File: config.mk
export PLATFORM = sky130hd
export DESIGN_NAME = srst_ctrl
export DESIGN_NICKNAME = d
export VERILOG_FILES = /design/src/rtl/srst_pkg.sv /design/src/rtl/srst_pulse.sv /design/src/rtl/srst_regs.sv /design/src/rtl/srst_cause.sv /design/src/rtl/srst_ctrl.sv
export SDC_FILE = /design/constraint.sdc
export NUM_CORES = 1
export LEC_CHECK = 0
export BUFFER_PORTS_ARGS = -buffer_cell sky130_fd_sc_hd__buf_4
export CAP_MARGIN = 15
export CORE_ASPECT_RATIO = 2
export CORE_UTILIZATION = 30
export CTS_CLUSTER_DIAMETER = 30
export DETAILED_ROUTE_END_ITERATION = 16
export PLACE_DENSITY = 0.53
export SKIP_LAST_GASP = 1
export SYNTH_ARGS = -nofsm -noshare
export SYNTH_HDL_FRONTEND = slang
export SYNTH_SLANG_ARGS = --single-unit
File: constraint.sdc
create_clock -name clk -period 4.91 [get_ports clk]
set_input_delay 0.491 -clock clk [delete_from_list [all_inputs] [get_ports clk]]
set_output_delay 0.491 -clock clk [all_outputs]
set_load 0.02 [all_outputs]
File: src/rtl/srst_pkg.sv
package srst_pkg;
    localparam int NCPU     = 4;
    localparam int NFATAL   = 7;
    localparam int PSRC_W   = 18;
    localparam int XSRC_W   = 6;
    localparam int ADDR_W   = 4;
    localparam int DATA_W   = 8;

    localparam logic [ADDR_W-1:0] A_PRESENT = 4'd0;
    localparam logic [ADDR_W-1:0] A_ACCESS  = 4'd1;
    localparam logic [ADDR_W-1:0] A_QUIESCE = 4'd2;
    localparam logic [ADDR_W-1:0] A_WDOG    = 4'd3;
    localparam logic [ADDR_W-1:0] A_SPOR    = 4'd4;
    localparam logic [ADDR_W-1:0] A_SXIR    = 4'd5;
    localparam logic [ADDR_W-1:0] A_PSRC0   = 4'd6;
    localparam logic [ADDR_W-1:0] A_PSRC1   = 4'd7;
    localparam logic [ADDR_W-1:0] A_PSRC2   = 4'd8;
    localparam logic [ADDR_W-1:0] A_XSRC    = 4'd9;

    // power-on source bit positions
    localparam int PB_SYS    = 4;
    localparam int PB_DBG    = 5;
    localparam int PB_BUTTON = 6;
    localparam int PB_PWRUP  = 7;
    localparam int PB_FATAL  = 8;
    localparam int PB_SYNTH  = 15;
    localparam int PB_WDOG   = 16;
    localparam int PB_REMOTE = 17;

    localparam logic [PSRC_W-1:0] PSRC_COLD = PSRC_W'(1) << PB_PWRUP;
endpackage

File: src/rtl/srst_pulse.sv
module srst_pulse #(
    parameter int N   = 4,
    parameter int LEN = 16
) (
    input  logic         clk,
    input  logic         rst_n,
    input  logic         fire,
    input  logic [N-1:0] bits_i,
    output logic [N-1:0] act_o
);
    localparam int CW = $clog2(LEN + 1);

    typedef struct packed {
        logic [N-1:0]  bits;
        logic [CW-1:0] cnt;
    } pulse_st_t;

    pulse_st_t st_d, st_q;

    always_comb begin
        st_d = st_q;
        if (fire) begin
            st_d.bits = st_q.bits | bits_i;
            st_d.cnt  = CW'(LEN);
        end else if (st_q.cnt != '0) begin
            st_d.cnt = st_q.cnt - 1'b1;
            if (st_q.cnt == CW'(1)) begin
                st_d.bits = '0;
            end
        end
    end

    always_ff @(posedge clk or negedge rst_n) begin
        if (!rst_n) begin
            st_q <= '0;
        end else begin
            st_q <= st_d;
        end
    end

    assign act_o = st_q.bits;
endmodule

File: src/rtl/srst_regs.sv
module srst_regs
    import srst_pkg::*;
(
    input  logic              clk,
    input  logic              rst_n,
    input  logic              bus_req,
    input  logic              bus_we,
    input  logic [1:0]        bus_cpu,
    input  logic [ADDR_W-1:0] bus_addr,
    input  logic [DATA_W-1:0] bus_wdata,
    output logic [DATA_W-1:0] bus_rdata,
    input  logic [NCPU-1:0]   present_i,
    input  logic [PSRC_W-1:0] psrc_i,
    input  logic [XSRC_W-1:0] xsrc_i,
    input  logic [NCPU-1:0]   por_act_i,
    input  logic              sys_act_i,
    input  logic [NCPU-1:0]   xir_act_i,
    output logic [NCPU-1:0]   access_o,
    output logic [NCPU-1:0]   fat_mask_o,
    output logic              wd_en_o,
    output logic              spor_wr_o,
    output logic              sxir_wr_o
);
    typedef struct packed {
        logic [NCPU-1:0]   access;
        logic [DATA_W-1:0] quiesce;
        logic              wd_en;
    } cfg_st_t;

    cfg_st_t cfg_d, cfg_q;
    logic    acc_ok;
    logic    wr_ok;
    logic    rd_ok;

    always_comb begin
        acc_ok    = cfg_q.access[bus_cpu];
        wr_ok     = bus_req && bus_we && acc_ok;
        rd_ok     = bus_req && !bus_we && acc_ok;
        cfg_d     = cfg_q;
        spor_wr_o = 1'b0;
        sxir_wr_o = 1'b0;
        if (wr_ok) begin
            case (bus_addr)
                A_ACCESS:  cfg_d.access  = bus_wdata[NCPU-1:0];
                A_QUIESCE: cfg_d.quiesce = bus_wdata;
                A_WDOG:    cfg_d.wd_en   = bus_wdata[0];
                A_SPOR:    spor_wr_o     = 1'b1;
                A_SXIR:    sxir_wr_o     = 1'b1;
                default:   ;
            endcase
        end
        bus_rdata = '0;
        if (rd_ok) begin
            case (bus_addr)
                A_PRESENT: bus_rdata = DATA_W'(present_i);
                A_ACCESS:  bus_rdata = DATA_W'(cfg_q.access);
                A_QUIESCE: bus_rdata = cfg_q.quiesce;
                A_WDOG:    bus_rdata = DATA_W'(cfg_q.wd_en);
                A_SPOR:    bus_rdata = DATA_W'({sys_act_i, por_act_i});
                A_SXIR:    bus_rdata = DATA_W'(xir_act_i);
                A_PSRC0:   bus_rdata = psrc_i[7:0];
                A_PSRC1:   bus_rdata = psrc_i[15:8];
                A_PSRC2:   bus_rdata = DATA_W'(psrc_i[PSRC_W-1:16]);
                A_XSRC:    bus_rdata = DATA_W'(xsrc_i);
                default:   bus_rdata = '0;
            endcase
        end
    end

    always_ff @(posedge clk or negedge rst_n) begin
        if (!rst_n) begin
            cfg_q.access  <= '1;
            cfg_q.quiesce <= '0;
            cfg_q.wd_en   <= 1'b0;
        end else begin
            cfg_q <= cfg_d;
        end
    end

    assign access_o   = cfg_q.access;
    assign fat_mask_o = cfg_q.quiesce[DATA_W-1:DATA_W-NCPU];
    assign wd_en_o    = cfg_q.wd_en;
endmodule

File: src/rtl/srst_cause.sv
module srst_cause
    import srst_pkg::*;
(
    input  logic              clk,
    input  logic              rst_n,
    input  logic              por_fire,
    input  logic [PSRC_W-1:0] por_cause,
    input  logic              xir_fire,
    input  logic [XSRC_W-1:0] xir_cause,
    output logic [PSRC_W-1:0] psrc_o,
    output logic [XSRC_W-1:0] xsrc_o
);
    typedef struct packed {
        logic [PSRC_W-1:0] psrc;
        logic [XSRC_W-1:0] xsrc;
    } src_st_t;

    src_st_t src_d, src_q;

    always_comb begin
        src_d = src_q;
        if (por_fire) begin
            src_d.psrc = por_cause;
        end
        if (xir_fire) begin
            src_d.xsrc = xir_cause;
        end
    end

    always_ff @(posedge clk or negedge rst_n) begin
        if (!rst_n) begin
            src_q.psrc <= PSRC_COLD;
            src_q.xsrc <= '0;
        end else begin
            src_q <= src_d;
        end
    end

    assign psrc_o = src_q.psrc;
    assign xsrc_o = src_q.xsrc;
endmodule

File: src/rtl/srst_ctrl.sv
module srst_ctrl
    import srst_pkg::*;
#(
    parameter int PULSE_LEN = 16
) (
    input  logic              clk,
    input  logic              rst_n,
    input  logic              bus_req,
    input  logic              bus_we,
    input  logic [1:0]        bus_cpu,
    input  logic [ADDR_W-1:0] bus_addr,
    input  logic [DATA_W-1:0] bus_wdata,
    output logic [DATA_W-1:0] bus_rdata,
    input  logic [NCPU-1:0]   cpu_present_i,
    input  logic              wdog_i,
    input  logic              button_i,
    input  logic              dbg_por_i,
    input  logic              dbg_xir_i,
    input  logic              xir_button_i,
    input  logic [NFATAL-1:0] fatal_i,
    input  logic              synth_i,
    input  logic              remote_i,
    output logic [NCPU-1:0]   cpu_por_o,
    output logic [NCPU-1:0]   cpu_xir_o,
    output logic              sys_rst_o
);
    logic [NCPU-1:0]   access_w;
    logic [NCPU-1:0]   fat_mask_w;
    logic              wd_en_w;
    logic              spor_wr_w;
    logic              sxir_wr_w;
    logic [PSRC_W-1:0] psrc_w;
    logic [XSRC_W-1:0] xsrc_w;
    logic [NCPU-1:0]   por_act_w;
    logic [NCPU-1:0]   xir_act_w;
    logic              sys_act_w;

    logic [NCPU-1:0]   soft_por_cpu;
    logic              soft_sys;
    logic [NCPU-1:0]   soft_xir_cpu;
    logic [NFATAL-1:0] fat_ok;
    logic [PSRC_W-1:0] por_cause;
    logic [XSRC_W-1:0] xir_cause;
    logic [NCPU-1:0]   xir_bits;
    logic              sys_fire;
    logic              cpu_fire;
    logic              xir_fire;

    always_comb begin
        soft_por_cpu = spor_wr_w ? bus_wdata[NCPU-1:0] : '0;
        soft_sys     = spor_wr_w && bus_wdata[NCPU];
        soft_xir_cpu = sxir_wr_w ? bus_wdata[NCPU-1:0] : '0;
        fat_ok       = fatal_i & ~{{(NFATAL-NCPU){1'b0}}, fat_mask_w};

        por_cause                          = '0;
        por_cause[NCPU-1:0]                = soft_por_cpu;
        por_cause[PB_SYS]                  = soft_sys;
        por_cause[PB_DBG]                  = dbg_por_i;
        por_cause[PB_BUTTON]               = button_i;
        por_cause[PB_FATAL+NFATAL-1:PB_FATAL] = fat_ok;
        por_cause[PB_SYNTH]                = synth_i;
        por_cause[PB_WDOG]                 = wdog_i && wd_en_w;
        por_cause[PB_REMOTE]               = remote_i;

        sys_fire  = |por_cause[PSRC_W-1:PB_SYS];
        cpu_fire  = |soft_por_cpu;

        xir_cause = {xir_button_i, dbg_xir_i, soft_xir_cpu};
        xir_fire  = |xir_cause;
        xir_bits  = soft_xir_cpu | {NCPU{xir_button_i | dbg_xir_i}};
    end

    srst_regs u_regs (
        .clk        (clk),
        .rst_n      (rst_n),
        .bus_req    (bus_req),
        .bus_we     (bus_we),
        .bus_cpu    (bus_cpu),
        .bus_addr   (bus_addr),
        .bus_wdata  (bus_wdata),
        .bus_rdata  (bus_rdata),
        .present_i  (cpu_present_i),
        .psrc_i     (psrc_w),
        .xsrc_i     (xsrc_w),
        .por_act_i  (por_act_w),
        .sys_act_i  (sys_act_w),
        .xir_act_i  (xir_act_w),
        .access_o   (access_w),
        .fat_mask_o (fat_mask_w),
        .wd_en_o    (wd_en_w),
        .spor_wr_o  (spor_wr_w),
        .sxir_wr_o  (sxir_wr_w)
    );

    srst_cause u_cause (
        .clk       (clk),
        .rst_n     (rst_n),
        .por_fire  (sys_fire || cpu_fire),
        .por_cause (por_cause),
        .xir_fire  (xir_fire),
        .xir_cause (xir_cause),
        .psrc_o    (psrc_w),
        .xsrc_o    (xsrc_w)
    );

    srst_pulse #(.N(NCPU), .LEN(PULSE_LEN)) u_por_pulse (
        .clk    (clk),
        .rst_n  (rst_n),
        .fire   (cpu_fire),
        .bits_i (soft_por_cpu),
        .act_o  (por_act_w)
    );

    srst_pulse #(.N(1), .LEN(PULSE_LEN)) u_sys_pulse (
        .clk    (clk),
        .rst_n  (rst_n),
        .fire   (sys_fire),
        .bits_i (1'b1),
        .act_o  (sys_act_w)
    );

    srst_pulse #(.N(NCPU), .LEN(PULSE_LEN)) u_xir_pulse (
        .clk    (clk),
        .rst_n  (rst_n),
        .fire   (xir_fire),
        .bits_i (xir_bits),
        .act_o  (xir_act_w)
    );

    assign sys_rst_o = sys_act_w;
    assign cpu_por_o = por_act_w | {NCPU{sys_act_w}};
    assign cpu_xir_o = xir_act_w;
endmodule

==> results.txt, run 1 <==
run status -> completed
Post-Syn Instances -> 322
CTS tree -> done
Final Skew -> 0.00573 ns
share of cells above drive strength 1 -> 24.7%
RSZ-0062 raised after global routing -> false
Ports -> 53
Worst Hold Class -> input pin to async pin
Slew @ Worst Pin -> 1.02 ns
Rel. slew slack -> 31.9%
standard-cell row count -> 54
library cells used by synthesis -> 69
CTS root buffer -> clkbuf_16
post-CTS sizing -> 0
power share of the clock group -> 53.7%
Die H -> 152 µm
CP endpoint kind -> primary output
Final WS setup -> 2.36 ns
required time of the critical path -> 4.42 ns
CP delay by family, top -> flip-flops
Area growth, synth to finish -> 23.9%
largest net degree at the start of global routing -> 62
minimum clock period after layout -> 2.55 ns
Critical Path Start Type -> flop
clock insertion delay at the later pin of the skew report -> 0.33 ns
CP Cell Sequence -> mux4_2 > nand4b_1 > a31oi_1 > buf_4
post-DP HPWL -> 7.15 mm
PortBufs -> 52
Compound-Gate Fraction of Synth Area -> 19.8%
Core ar. -> 10900 µm²
Adder-Cell Fraction of Synth Area -> 2.22%
clock buffer count from CTS -> 9
highest clock rate -> 0.392 GHz
Final Hold Fails -> 0
Starting Density -> 30.9%
first-pass GRT wire length -> 14.9 mm
GPL Wtd Cong -> 0.833
Simple-Gate Fraction of Synth Area -> 17.5%
ys async rst share -> 100%
syn avg cell area -> 10.5 µm²
combinational family with the most area after synthesis -> compound AO/OA/AOI/OAI gates
Syn Nets -> 364
Tcrit/Tclk final -> 52.0%
drc violations -> 0
Post-CTS Hold Buffers -> 0
Place WS -> 2.57 ns
multi-input logic area -> 1710 µm²
GRT Util Overall -> 17.2%
Pleak -> 1.90 nW
P_int -> 0.00105 W
initial DRC count -> 200
CP max-delay cell -> dfstp_2
pins over their slew limit -> 0
chip width -> 77.1 µm
via count of the routed design -> 2731
post-synthesis mux area share -> 9.66%
Setup TNS Final -> 0 ns
CP startpoint -> u_regs.access_o[2]
WP buf/inv -> 1
CTS Sinks -> 61
synthesized cell area -> 3380 µm²
antenna cells -> 0
routed length per instance -> 18.7 µm
Post-Route WL -> 9.59 mm
initial antenna violation count -> 0
final setup vio count -> 0
Die ar. -> 11700 µm²
P_sw -> 0.000296 W
GRT overflow -> 0
Post-synth EDFFs -> 0
Peak VDD IR -> 0.000172 V
DR vias/cell -> 5.33
worst reg2reg path startpoint -> u_regs.access_o[2]
Most used DFF post-synth -> dfrtp_1
#FFs+latches synth -> 61
sequential element share of the synthesized area -> 45.3%
largest fanout on the critical path -> 8
Power Dens Cells -> 322 nW/µm²
CTS H-tree depth -> 3
Post-DRT Antenna Nets -> 0
maximum root-to-sink buffer count -> 2
Core Util, Final -> 38.3%
Clock transition at path regs -> 0.06 ns
Synth Area in XOR/XNOR -> 1.30%
combinational share of power -> 7.6%
Pre-Repair DR Iteration Count -> 4
Ys Warns -> 0
Critical Path AT -> 2.06 ns
setup bufs post-CTS -> 0
fill cell count -> 1140
sw frac -> 22.0%
vias in the first global route -> 2755
max incr delay on CP -> 0.58 ns
MaxCap Viol Count -> 0
NumNets Final -> 409
CP Class -> flop to primary output
area occupied by registers -> 1530 µm²
sequential power share -> 38.7%
path summary, 6_finish.rpt:
check / depth (start not counted) / end / slack [ns]
max in group asynchronous: 1 / u_cause.xsrc_o[4] / 4.12
min in group clk: 2 / u_cause.psrc_o[17] / 0.34
min: 1 / u_regs.cfg_q[1] / 0.24
min reg2reg: 1 / u_cause.psrc_o[12] / 0.48
max: 4 / bus_rdata[0] / 2.36
max reg2reg: 4 / u_cause.xsrc_o[1] / 2.72
cell usage after synthesis, types with 4 or more instances:
master	number	area [µm²]
a21o_1	18	135
a21oi_1	6	30.0
a22o_1	5	43.8
a22oi_1	4	30.0
a31oi_1	8	50.1
and3_1	6	37.5
buf_4	4	30.0
clkbuf_1	12	45.0
dfrtp_1	56	1400
dfstp_2	5	131
ha_1	6	75.1
inv_1	12	45.0
mux2_1	13	146
mux2_2	6	67.6
mux2i_1	9	90.1
nand2_1	17	63.8
nand2b_1	4	25.0
nand3_1	6	30.0
nor2_1	24	90.1
nor2b_1	8	50.1
nor3_1	7	35.0
nor3b_1	5	37.5
o21ai_0	8	40.0
o21ai_1	5	25.0
or2_2	4	25.0
xnor2_1	4	35.0
routing by layer:
| metal | global-route usage (%) | share of wire [%] |
|---|---|---|
| met2 | 31.0 | 55 |
| met3 | 3.66 | 4.5 |
| met1 | 17.3 | 35 |
| met5 | 0 | 0 |
| met4 | 11.9 | 5.0 |
power by group through the flow:
stage                     Combinational [W]  Clock, W  Sequential (W)
after floorplan                   0.0000541         0        0.000526
after global placement             0.000102         0        0.000529
after detailed placement           0.000104         0        0.000529
after CTS                          0.000104  0.000738        0.000521
after global routing               0.000113  0.000761        0.000521
final                              0.000103  0.000724        0.000521
logic make-up after synthesis:
kind of cell,after synthesis
compound gates,87
xor+xnor,5
fa+ha+maj,6
buf+inv,30
flops,61
mux,29
simple gates,104
layout make-up:
| cell class | instances | area share, % |
|---|---|---|
| multi-input cells | 231 | 40.8 |
| flip-flops and latches | 61 | 36.6 |
| repair buffers | 52 | 9.32 |
| clock buffers | 9 | 5.37 |
| well taps | 140 | 4.18 |
| clock inverters | 7 | 2.72 |
| inverters | 12 | 1.07 |
placed cells by master (no fill, tap or decap), types with 3 or more instances in the layout:
cell	instances
or2_2	4
nor3_1	7
a211oi_1	3
nand2b_1	4
a21oi_1	6
ha_1	6
nor2_1	24
dfstp_2	5
o21ai_1	5
a31oi_1	8
dfrtp_1	56
nand3_1	6
or3_1	3
inv_1	12
nor2b_1	8
nand2_1	17
xnor2_1	4
o2bb2ai_1	3
buf_4	52
nor3b_1	5
mux2_2	6
mux2_1	13
nand3b_1	3
clkbuf_16	9
clkinv_2	3
a21o_1	18
mux2i_1	9
and3_1	6
o21ai_0	8
a22o_1	5
a32o_1	3
bufinv_16	3
a22oi_1	4
per-stage QoR:
step                instances  hold WS (ns)  instance area (µm²)  power, W
floorplan                 322         0.195                 3380  0.000580
global placement          496         0.463                 3850  0.000632
detailed placement        496         0.466                 3850  0.000633
CTS                       512         0.288                 4190   0.00136
global route              512         0.302                 4190   0.00140
finish                    512         0.240                 4190   0.00135
flip-flops by register name (all words and copies together), names as in the netlist:
signal,count
u_cause.psrc_o,18
u_cause.xsrc_o,6
u_por_pulse.act_o,4
u_por_pulse.st_q,5
u_regs.access_o,4
u_regs.cfg_q,4
u_regs.fat_mask_o,4
u_regs.wd_en_o,1
u_sys_pulse.act_o,1
u_sys_pulse.st_q,5
u_xir_pulse.act_o,4
u_xir_pulse.st_q,5
No activity file was read; power rests on OpenSTA's default activity.
==> run 2: changes to the inputs <==
Settings changed: ABC_AREA set to 1, PLACE_DENSITY 0.53 to 0.54.
Clock period 4.91 ns to 2.07 ns, I/O delays scaled along.
==> run 2 against run 1 <==
Against the previous run: final cell count increased by 19%; synthesized cell count is 26% higher; count of clock-buffer cells in the layout is 1 higher; worst setup slack lost 2.3 ns; power rose to 2.6 times the previous value; global-route usage is 1.5 points higher; register-to-register slack got worse by 2.5 ns; hold slack lost 0.17 ns; die area decreased by 3.6%.
==> results.txt, run 2 <==
CTS H-tree depth -> 3
multi-input logic area -> 1490 µm²
Core Util, Final -> 40.0%
Final WS setup -> 0.0782 ns
via count of the routed design -> 2967
post-route cell area -> 4210 µm²
CTS root buffer -> clkbuf_16
routed length per instance -> 15.8 µm
CTS Sinks -> 61
DP Area -> 3800 µm²
Ports -> 53
area occupied by registers -> 1530 µm²
library cells used by synthesis -> 40
sequential power share -> 39.6%
MaxCap Viol Count -> 0
maximum root-to-sink buffer count -> 2
Pre-Repair DR Iteration Count -> 4
CP Class -> flop to primary output
RSZ-0062 raised after global routing -> true
Post-synth EDFFs -> 0
Peak VDD IR -> 0.000438 V
P_sw -> 0.000926 W
worst reg2reg path startpoint -> u_regs.access_o[2]
Critical Path Start Type -> flop
post-DP HPWL -> 7.47 mm
GPL Wtd Cong -> 0.842
Post-Syn Instances -> 407
Setup TNS Final -> 0 ns
Clock transition at path regs -> 0.05 ns
syn avg cell area -> 8.00 µm²
NumNets Final -> 512
first-pass GRT wire length -> 15.2 mm
chip width -> 75.7 µm
Post-Route WL -> 9.63 mm
max reg flops -> 18
Die ar. -> 11300 µm²
run status -> completed
CP startpoint -> u_regs.access_o[1]
GRT overflow -> 0
vias in the first global route -> 3095
post-synth top area cell -> dfrtp_1
Die H -> 149 µm
minimum clock period after layout -> 1.99 ns
commonest non-fill, non-tap cell in the layout -> nand2_1
pins over their slew limit -> 0
Slew @ Worst Pin -> 0.853 ns
P_int -> 0.00262 W
#FFs+latches synth -> 61
ys async rst share -> 100%
CP endpoint kind -> primary output
commonest cells in the netlist -> nand2_1 (105), inv_1 (59), dfrtp_1 (56)
Ys Warns -> 0
combinational share of power -> 15.2%
CTS tree -> done
Synth top area share -> 43.0%
share of cells above drive strength 1 -> 23.0%
power share of the clock group -> 45.2%
clock buffer count from CTS -> 9
required time of the critical path -> 1.86 ns
sw frac -> 26.1%
Tcrit/Tclk final -> 96.2%
antenna cells -> 0
Final Hold Fails -> 0
total chip power -> 0.00355 W
highest clock rate -> 0.502 GHz
DR vias/cell -> 4.86
Worst Hold Class -> input pin to flop
GRT Util Overall -> 18.7%
Rel. slew slack -> 42.9%
final setup vio count -> 0
Post-DRT Antenna Nets -> 0
Starting Density -> 30.9%
Pleak -> 2.10 nW
largest net degree at the start of global routing -> 62
Power Dens Cells -> 843 nW/µm²
most frequent cell after synthesis -> nand2_1
hold path start -> fatal_i[6]
Area growth, synth to finish -> 29.4%
fill cell count -> 1076
synthesized cell area -> 3260 µm²
PortBufs -> 52
Critical Path AT -> 1.78 ns
drc violations -> 0
Core ar. -> 10500 µm²
commonest non-fill, non-tap cells in the layout -> nand2_1 (104), inv_1 (58), buf_4 (58)
Final Skew -> 0.00464 ns
Place WS -> 0.0224 ns
Synth area leaders -> dfrtp_1 (43%), nand2_1 (12%), inv_1 (6.8%)
Most used DFF post-synth -> dfrtp_1
Syn Nets -> 449
sequential element share of the synthesized area -> 47.1%
initial DRC count -> 189
largest fanout on the critical path -> 7
initial antenna violation count -> 0
standard-cell row count -> 53
clock insertion delay at the later pin of the skew report -> 0.34 ns
## run 2: critical path, cell delays in order, from the launching register on
cell,delay (ns)
dfstp_2,0.54
nand2_1,0.06
nand3_1,0.10
nand2_2,0.08
nor3_4,0.22
inv_4,0.13
a31oi_4,0.18
buf_6,0.14
## run 2: final timing paths
kind                                   endpoint  slack (ns)  depth (start not counted)
setup / recovery                   bus_rdata[3]        0.08                          7
hold / removal               u_cause.psrc_o[14]        0.07                          3
setup reg to reg              u_cause.psrc_o[6]        0.27                         10
hold reg to reg            u_por_pulse.act_o[1]        0.47                          2
max in group asynchronous   u_sys_pulse.st_q[4]        1.04                          2
min in group asynchronous   u_por_pulse.st_q[0]        0.50                          2
## run 2: kinds of logic (layout without fill, tap and decap cells)
| family | count (synthesis) | in the layout | synth area share (%) |
|---|---|---|---|
| fa+ha+maj | 6 | 6 | 2.31 |
| simple gates | 201 | 201 | 28.5 |
| flops | 61 | 61 | 47.1 |
| xor+xnor | 5 | 5 | 1.35 |
| buf+inv | 72 | 139 | 9.38 |
| compound gates | 62 | 62 | 11.4 |
## run 2: area by class of cell
class                   count  share of cell area [%]
well taps                 137                    4.07
inverters                  63                    5.73
clock buffers              10                    5.67
clock inverters             5                    1.78
repair buffers             61                    11.1
multi-input cells         274                    35.3
flip-flops and latches     61                    36.4
## run 2: power by group through the flow
| stage | registers, W | clock network (W) | logic [W] |
|---|---|---|---|
| detailed placement | 0.00142 | 0 | 0.000528 |
| floorplan | 0.00140 | 0 | 0.000343 |
| CTS | 0.00140 | 0.00162 | 0.000548 |
| finish | 0.00141 | 0.00160 | 0.000540 |
| global route | 0.00142 | 0.00168 | 0.000609 |
| global placement | 0.00142 | 0 | 0.000514 |
## run 2: per-stage QoR
stage          hold WS, ns  instances
2_1_floorplan      -0.0886        407
3_3_place_gp         0.345        592
3_5_place_dp         0.330        592
4_1_cts             0.0685        611
5_1_grt             0.0818        611
6_report            0.0689        611
## run 2: what timing repair did
| item | 4_1_cts | 5_1_grt |
|---|---|---|
| resized for setup | 13 | 1 |
| hold buffers | 1 | 0 |
| pin swaps | 2 | 1 |
| endpoints found under the hold margin | 9 | 0 |
| endpoints found under the setup margin | 7 | 8 |
| buffers inserted | 3 | 0 |
## run 2: routing by layer
| metal | share of wire [%] | wire (µm) | GRT usage, % | vias up |
|---|---|---|---|---|
| met3 | 3.1 | 301 | 2.30 | 32 |
| li1 | - | - | - | 1437 |
| met5 | 0 | 0 | 0 | - |
| met2 | 57 | 5510 | 34.0 | 77 |
| met1 | 35 | 3350 | 18.8 | 1421 |
| met4 | 4.8 | 463 | 12.9 | 0 |
